### config.mk
export PLATFORM = sky130hd
export DESIGN_NAME = lv_reset_filter
export DESIGN_NICKNAME = d
export VERILOG_FILES = /design/src/rtl/lvr_pkg.sv /design/src/rtl/lvr_run_counter.sv /design/src/rtl/lvr_hyst_flag.sv /design/src/rtl/lvr_reset_ctl.sv /design/src/rtl/lvr_status_port.sv /design/src/rtl/lv_reset_filter.sv
export SDC_FILE = /design/constraint.sdc
export NUM_CORES = 1
export LEC_CHECK = 0
export BUFFER_PORTS_ARGS = -buffer_cell sky130_fd_sc_hd__buf_2
export CAP_MARGIN = 20
export CORE_AREA = 4 4 41 43
export DETAILED_ROUTE_END_ITERATION = 8
export DIE_AREA = 0 0 45 47
export SYNTH_ARGS = -nofsm -noshare
export SYNTH_HDL_FRONTEND = slang
export SYNTH_HIERARCHICAL = 1
export SYNTH_SLANG_ARGS = --single-unit
### constraint.sdc
create_clock -name clk -period 1.1 [get_ports clk]
set_input_delay 0.055 -clock clk [delete_from_list [all_inputs] [get_ports clk]]
set_output_delay 0.055 -clock clk [all_outputs]
set_load 0.02 [all_outputs]
### src/rtl/lvr_pkg.sv
// Package lvr_pkg
// Shared types for the low-voltage reset filter.
// Assumes the two comparator flags are already synchronous to clk.
package lvr_pkg;

    // Supply level class seen in one clock cycle
    typedef enum logic [1:0] {
        LVL_LOW = 2'd0,   // at or below the falling trip level
        LVL_MID = 2'd1,   // between the two trip levels
        LVL_OK  = 2'd2    // above the rising trip level
    } lvl_e;

    // Fold the two comparator flags into one class; the low flag wins
    function automatic lvl_e classify(input logic low, input logic ok);
        if (low)
            return LVL_LOW;
        else if (ok)
            return LVL_OK;
        else
            return LVL_MID;
    endfunction

endpackage

### src/rtl/lvr_run_counter.sv
// Module lvr_run_counter
// Counts consecutive low-supply cycles, saturating at TRIP_CYCLES.
// trip_o marks the cycle whose edge completes a run of TRIP_CYCLES.
// Assumes TRIP_CYCLES >= 2 and a synchronous active-low reset.
module lvr_run_counter
    import lvr_pkg::*;
#(
    parameter int TRIP_CYCLES = 9
) (
    input  logic clk,
    input  logic rst_n,
    input  logic enable_i,
    input  lvl_e lvl_i,
    output logic trip_o
);

    localparam int CNT_W = $clog2(TRIP_CYCLES + 1);
    localparam logic [CNT_W-1:0] CNT_MAX  = CNT_W'(TRIP_CYCLES);
    localparam logic [CNT_W-1:0] CNT_LAST = CNT_W'(TRIP_CYCLES - 1);

    logic [CNT_W-1:0] cnt_q;
    logic             is_low;

    // Low cycle while the filter is on
    assign is_low = enable_i && (lvl_i == LVL_LOW);

    // Saturating run counter, cleared by any non-low or disabled cycle
    always_ff @(posedge clk) begin
        if (!rst_n)
            cnt_q <= '0;
        else if (!is_low)
            cnt_q <= '0;
        else if (cnt_q != CNT_MAX)
            cnt_q <= cnt_q + 1'b1;
    end

    // This low cycle is the last one needed, or the run is already long enough
    assign trip_o = is_low && (cnt_q >= CNT_LAST);

    // the count never exceeds its ceiling
    p_cnt_bound_r9: assert property (@(posedge clk) disable iff (!rst_n)
        cnt_q <= CNT_MAX);

    // a saturated count stays saturated through further low cycles
    p_cnt_hold_r9: assert property (@(posedge clk) disable iff (!rst_n)
        (is_low && cnt_q == CNT_MAX) |=> (cnt_q == CNT_MAX));

    // a non-low cycle restarts the run
    p_cnt_restart_r3: assert property (@(posedge clk) disable iff (!rst_n)
        (lvl_i != LVL_LOW) |=> (cnt_q == '0));

    // power-down clears the run
    p_cnt_pd_r8: assert property (@(posedge clk) disable iff (!rst_n)
        !enable_i |=> (cnt_q == '0));

endmodule

### src/rtl/lvr_hyst_flag.sv
// Module lvr_hyst_flag
// Low-voltage status flag with hysteresis: set by a low cycle, cleared
// by an above-rising-level cycle, held in between.
// Assumes a synchronous active-low reset.
module lvr_hyst_flag
    import lvr_pkg::*;
(
    input  logic clk,
    input  logic rst_n,
    input  logic enable_i,
    input  lvl_e lvl_i,
    output logic flag_o
);

    logic flag_q;

    // Hysteretic set/clear of the status flag
    always_ff @(posedge clk) begin
        if (!rst_n)
            flag_q <= 1'b0;
        else if (!enable_i)
            flag_q <= 1'b0;
        else if (lvl_i == LVL_LOW)
            flag_q <= 1'b1;
        else if (lvl_i == LVL_OK)
            flag_q <= 1'b0;
    end

    assign flag_o = flag_q;

    // a low cycle sets the flag
    p_flag_set_r6: assert property (@(posedge clk) disable iff (!rst_n)
        (enable_i && lvl_i == LVL_LOW) |=> flag_q);

    // a middle-band cycle leaves the flag unchanged
    p_flag_hold_r6: assert property (@(posedge clk) disable iff (!rst_n)
        (enable_i && lvl_i == LVL_MID) |=> $stable(flag_q));

    // power-down clears the flag
    p_flag_pd_r8: assert property (@(posedge clk) disable iff (!rst_n)
        !enable_i |=> !flag_q);

endmodule

### src/rtl/lvr_reset_ctl.sv
// Module lvr_reset_ctl
// Holds the reset request: raised on a completed low run, dropped
// after one above-rising-level cycle, suppressed by disable or power-down.
// Assumes a synchronous active-low reset.
module lvr_reset_ctl
    import lvr_pkg::*;
(
    input  logic clk,
    input  logic rst_n,
    input  logic enable_i,
    input  logic rst_dis_i,
    input  lvl_e lvl_i,
    input  logic trip_i,
    output logic req_o
);

    logic req_q;

    // Request register with suppression having top priority
    always_ff @(posedge clk) begin
        if (!rst_n)
            req_q <= 1'b0;
        else if (!enable_i || rst_dis_i)
            req_q <= 1'b0;
        else if (trip_i)
            req_q <= 1'b1;
        else if (lvl_i == LVL_OK)
            req_q <= 1'b0;
    end

    assign req_o = req_q;

    // no request while disabled
    p_no_req_dis_r5: assert property (@(posedge clk) disable iff (!rst_n)
        rst_dis_i |=> !req_q);

    // one good cycle releases the request
    p_release_r4: assert property (@(posedge clk) disable iff (!rst_n)
        (req_q && lvl_i == LVL_OK) |=> !req_q);

    // a middle-band cycle holds an active request
    p_hold_r4: assert property (@(posedge clk) disable iff (!rst_n)
        (req_q && enable_i && !rst_dis_i && lvl_i == LVL_MID) |=> req_q);

    // power-down drops the request
    p_req_pd_r8: assert property (@(posedge clk) disable iff (!rst_n)
        !enable_i |=> !req_q);

endmodule

### src/rtl/lvr_status_port.sv
// Module lvr_status_port
// Read-only status register image: the flag sits at FLAG_BIT, every
// other bit reads 0. Data is driven only while the read strobe is high.
// Assumes FLAG_BIT < STAT_W. No write path exists.
module lvr_status_port #(
    parameter int STAT_W   = 8,
    parameter int FLAG_BIT = 7
) (
    input  logic              clk,
    input  logic              rst_n,
    input  logic              rd_i,
    input  logic              flag_i,
    output logic [STAT_W-1:0] rdata_o
);

    logic [STAT_W-1:0] image;

    // Build the register image bit by bit
    for (genvar b = 0; b < STAT_W; b++) begin : g_bit
        if (b == FLAG_BIT) begin : g_flag
            assign image[b] = flag_i;
        end else begin : g_zero
            assign image[b] = 1'b0;
        end
    end

    // Drive the image onto the read bus only during a read
    always_comb begin
        rdata_o = rd_i ? image : '0;
    end

    // no read means an idle bus
    p_idle_bus_r7: assert property (@(posedge clk) disable iff (!rst_n)
        !rd_i |-> (rdata_o == '0));

    // only the flag bit may ever be set
    p_one_bit_r7: assert property (@(posedge clk) disable iff (!rst_n)
        $countones(rdata_o) <= 1);

endmodule

### src/rtl/lv_reset_filter.sv
// Module lv_reset_filter
// Top of the low-voltage reset filter: classifies the comparator flags,
// counts low runs, raises and releases the reset request and presents
// the polled status register.
// Assumes synchronous comparator flags and a synchronous active-low reset.
module lv_reset_filter
    import lvr_pkg::*;
#(
    parameter int TRIP_CYCLES = 9,
    parameter int STAT_W      = 8,
    parameter int FLAG_BIT    = 7
) (
    input  logic              clk,
    input  logic              rst_n,
    input  logic              vdd_low_i,
    input  logic              vdd_ok_i,
    input  logic              pwr_dn_i,
    input  logic              rst_dis_i,
    input  logic              rd_strobe_i,
    output logic              reset_req_o,
    output logic [STAT_W-1:0] rd_data_o
);

    lvl_e lvl;
    logic enable;
    logic trip;
    logic flag;

    // Level class and active-low module enable
    assign lvl    = classify(vdd_low_i, vdd_ok_i);
    assign enable = !pwr_dn_i;

    lvr_run_counter #(
        .TRIP_CYCLES (TRIP_CYCLES)
    ) u_cnt (
        .clk      (clk),
        .rst_n    (rst_n),
        .enable_i (enable),
        .lvl_i    (lvl),
        .trip_o   (trip)
    );

    lvr_hyst_flag u_flag (
        .clk      (clk),
        .rst_n    (rst_n),
        .enable_i (enable),
        .lvl_i    (lvl),
        .flag_o   (flag)
    );

    lvr_reset_ctl u_rst (
        .clk       (clk),
        .rst_n     (rst_n),
        .enable_i  (enable),
        .rst_dis_i (rst_dis_i),
        .lvl_i     (lvl),
        .trip_i    (trip),
        .req_o     (reset_req_o)
    );

    lvr_status_port #(
        .STAT_W   (STAT_W),
        .FLAG_BIT (FLAG_BIT)
    ) u_stat (
        .clk     (clk),
        .rst_n   (rst_n),
        .rd_i    (rd_strobe_i),
        .flag_i  (flag),
        .rdata_o (rd_data_o)
    );

    // a new request always follows a low cycle
    p_rise_after_low_r2: assert property (@(posedge clk) disable iff (!rst_n)
        $rose(reset_req_o) |-> $past(vdd_low_i));

    // a new request only follows a cycle with reset enabled
    p_rise_enabled_r2: assert property (@(posedge clk) disable iff (!rst_n)
        $rose(reset_req_o) |-> ($past(!rst_dis_i) && $past(!pwr_dn_i)));

endmodule

==> impl_metrics.csv <==
group,metric,value,unit
floorplan,initial_core_util,0.310,
clock_network,numCtsBuffers,3,
grt,antenna_found_initial,0,
min_path,worstHoldStart,"rst_n",
sta,rsz0062_at_grt,"no",
route,drt_wl_total,643,um
setup_path,r2r_slack,0.10,ns
min_path,min_to,"u_flag/flag_o",
floorplan,core_area,1300,sq um
job,drv_cap,0,
placed_design,hpwl,522,um
floorplan,die_h,47,um
sta,max_freq,1000,MHz
floorplan,pin_count,16,
setup_path,worstReg2RegEnd,"u_cnt/cnt_q[1]",
sta,fin_crit,0.996,ns
grt,grt_max_degree,6,
floorplan,die_area,2120,sq um
placed_design,place_congestion,0.703,
clock_network,clock-sinks,6,
grt,grt_pass1_wl,986,um
setup_path,cp_cell_sequence,"inv_1, ha_2, nand3b_4, mux2i_1, nor2_1",
min_path,min_path_cells,3,
route,vias_per_cell,4.11,
layout,area_growth,19.9,%
sta,slew_violations,0,
pwr,power_density,1060,nW/um^2
setup_path,crit_arrival,1.13,ns
setup_path,worst-path-buf-inv,1,
logic_synthesis,synth-seq-area-share,0.298,
grt,overflow,0,
route,drtIter0Drc,2,
setup_path,required,1.24,ns
clock_network,cts_max_path_buffers,2,
sta,hold_violations,0,
setup_path,worst_setup_path_end_kind,"register",
clock_network,cts_max_level,1,
setup_path,crit_slowest_cell,"dfxtp_1",
sta,min_period_over_period,0.905,
layout,nNetsFinal,71,
clock_network,cts_tree,"yes",
sta,setup_viol,0,
logic_synthesis,synthDistinctLibCells,21,
setup_path,cp-startpoint,"u_cnt/cnt_q[1]",
sta,setup_ws,0.104,ns
layout,stdcell_area,483,sq um
logic_synthesis,postSynthAreaPerCell,8.76,sq um
setup_path,r2r_start,"u_cnt/cnt_q[1]",
setup_path,path_class,"register to register",
pwr,irDropWorstVdd,0.519,mV
logic_synthesis,ys_warn_count,6,
layout,n_fill_cell,144,
floorplan,num_rows,13,
min_path,hp-class,"input port to register",
route,drc,0,
layout,antenna_cells,0,
placed_design,placed_area,447,sq um
logic_synthesis,synth_area,403,sq um
clock_network,clock-root-buffer,"clkbuf_4",
grt,globalRouteTotalUtil,0.0704,
pwr,p_leak,0.257,nW
setup_path,critPathMaxFanout,2,
logic_synthesis,netlist_instances,46,
floorplan,dieWidth,45,um
route,vias,304,
setup_path,reg2reg_depth,5,
route,avgRoutedWirePerCell,8.69,um
route,firstDrtPassIters,2,
grt,grt_pass1_vias,244,
route,antenna_left,0,
clock_network,post_cts_buffers,0,
layout,fin_util,0.371,
setup_path,critPathMaxStageDelay,0.32,ns
clock_network,clkTransAtPathRegs,0.05,ns
placed_design,io_buffers,8,
run_status,outcome,"completed",
logic_synthesis,synth_seq_cells,6,
layout,drive_above_1_share,0.356,
clock_network,clock_latency,0.25,ns
setup_path,critPathLaunchType,"register",
sta,fin_worst_skew,0.00461,ns
placed_design,pre_cts_slack,0.0491,ns
sta,fin_tns_setup,0,ns
pwr,total_power,510,uW
setup_path,crit_family,"flip-flops",
==> cells in the final DEF (no fill, tap or decap), drive strengths merged, types with 2 or more instances in the layout <==
cell type,netlist,layout
nand3b,2,2
ha,3,3
a21oi,3,3
dfxtp,6,6
nand2,4,4
nand2b,2,2
inv,3,3
buf,7,10
nand3,2,2
nor2,5,5
conb,1,7
clkbuf,0,3
==> worst max-delay path by stage <==
stage / to / cells past startpoint
global route: u_cnt/cnt_q[1] / 5
detailed placement: u_cnt/cnt_q[1] / 4
global placement: u_cnt/cnt_q[1] / 4
CTS: u_cnt/cnt_q[1] / 4
floorplan: u_cnt/cnt_q[1] / 5
finish: u_cnt/cnt_q[1] / 5
==> cells in the mapped netlist (all sizes together) <==
master  instances  area [sq um]
a21oi           3          22.5
and2            1          6.26
and3            1          7.51
buf             7          52.6
conb            1          3.75
dfxtp           6           120
ha              3          37.5
inv             3          11.3
mux2i           1          10.0
nand2           4          15.0
nand2b          2          12.5
nand3           2          10.0
nand3b          2          27.5
nor2            5          18.8
nor2b           1          13.8
nor3            1          10.0
or2             1          6.26
xnor2           1          8.76
xor2            1          8.76
==> routing by layer <==
layer / share of wire / GRT usage / up-vias / wire, um
li1: - / - / 157 / -
met1: 0.40 / 0.0753 / 133 / 256
met2: 0.47 / 0.105 / 12 / 303
met3: 0.10 / 0.0383 / 2 / 65
met4: 0.026 / 0.0526 / 0 / 17
met5: 0 / 0 / - / 0
==> worst min-delay path: cells and delay by family <==
kind	cells	cell delay, ns
buf+inv	1	0.11
simple gates	1	0.07
compound gates	1	0.03
==> per-stage QoR <==
stage | instances | hold WS, ns
4_1_cts | 74 | 0.0631
3_5_place_dp | 70 | 0.227
5_1_grt | 74 | 0.0875
3_3_place_gp | 70 | 0.226
2_1_floorplan | 52 | 0.124
6_report | 74 | 0.0693
==> timing repair <==
action	in CTS	in global routing
resized for setup	0	2
hold buffers	1	0
hold endpoints to repair	1	0
endpoints found under the setup margin	0	2
==> flip-flops by register name, summed over array words and instances (netlist names) <==
name / cells
u_cnt/cnt_q: 4
u_flag/flag_o: 1
u_rst/req_o: 1
==> report_power, final <==
group	internal, mW	leakage [nW]	switching (mW)	total, mW
Combinational	0.0282	0.194	0.0477	0.0760
Clock	0.124	0.0138	0.0837	0.207
Sequential	0.223	0.0491	0.00382	0.227
==> cell type report <==
cell class | instances | area, sq um | area share
Sequential cell | 6 | 121 | 0.251
Inverter | 3 | 11.3 | 0.0233
Multi-Input combinational cell | 36 | 244 | 0.505
Tap cell | 15 | 18.8 | 0.0389
Timing Repair Buffer | 11 | 65.1 | 0.135
Clock buffer | 3 | 22.5 | 0.0466
==> cells by family after synthesis <==
logic type | Yosys count | synth area share
AO/OA/AOI/OAI | 3 | 0.0559
XOR/XNOR | 2 | 0.0435
adder cells (fa/ha/maj) | 3 | 0.0932
buffers and inverters | 10 | 0.158
flip-flops | 6 | 0.298
multiplexers | 1 | 0.0248
other | 1 | 0.00931
AND/OR/NAND/NOR | 20 | 0.317
No activity file was read; power rests on OpenSTA's default activity.
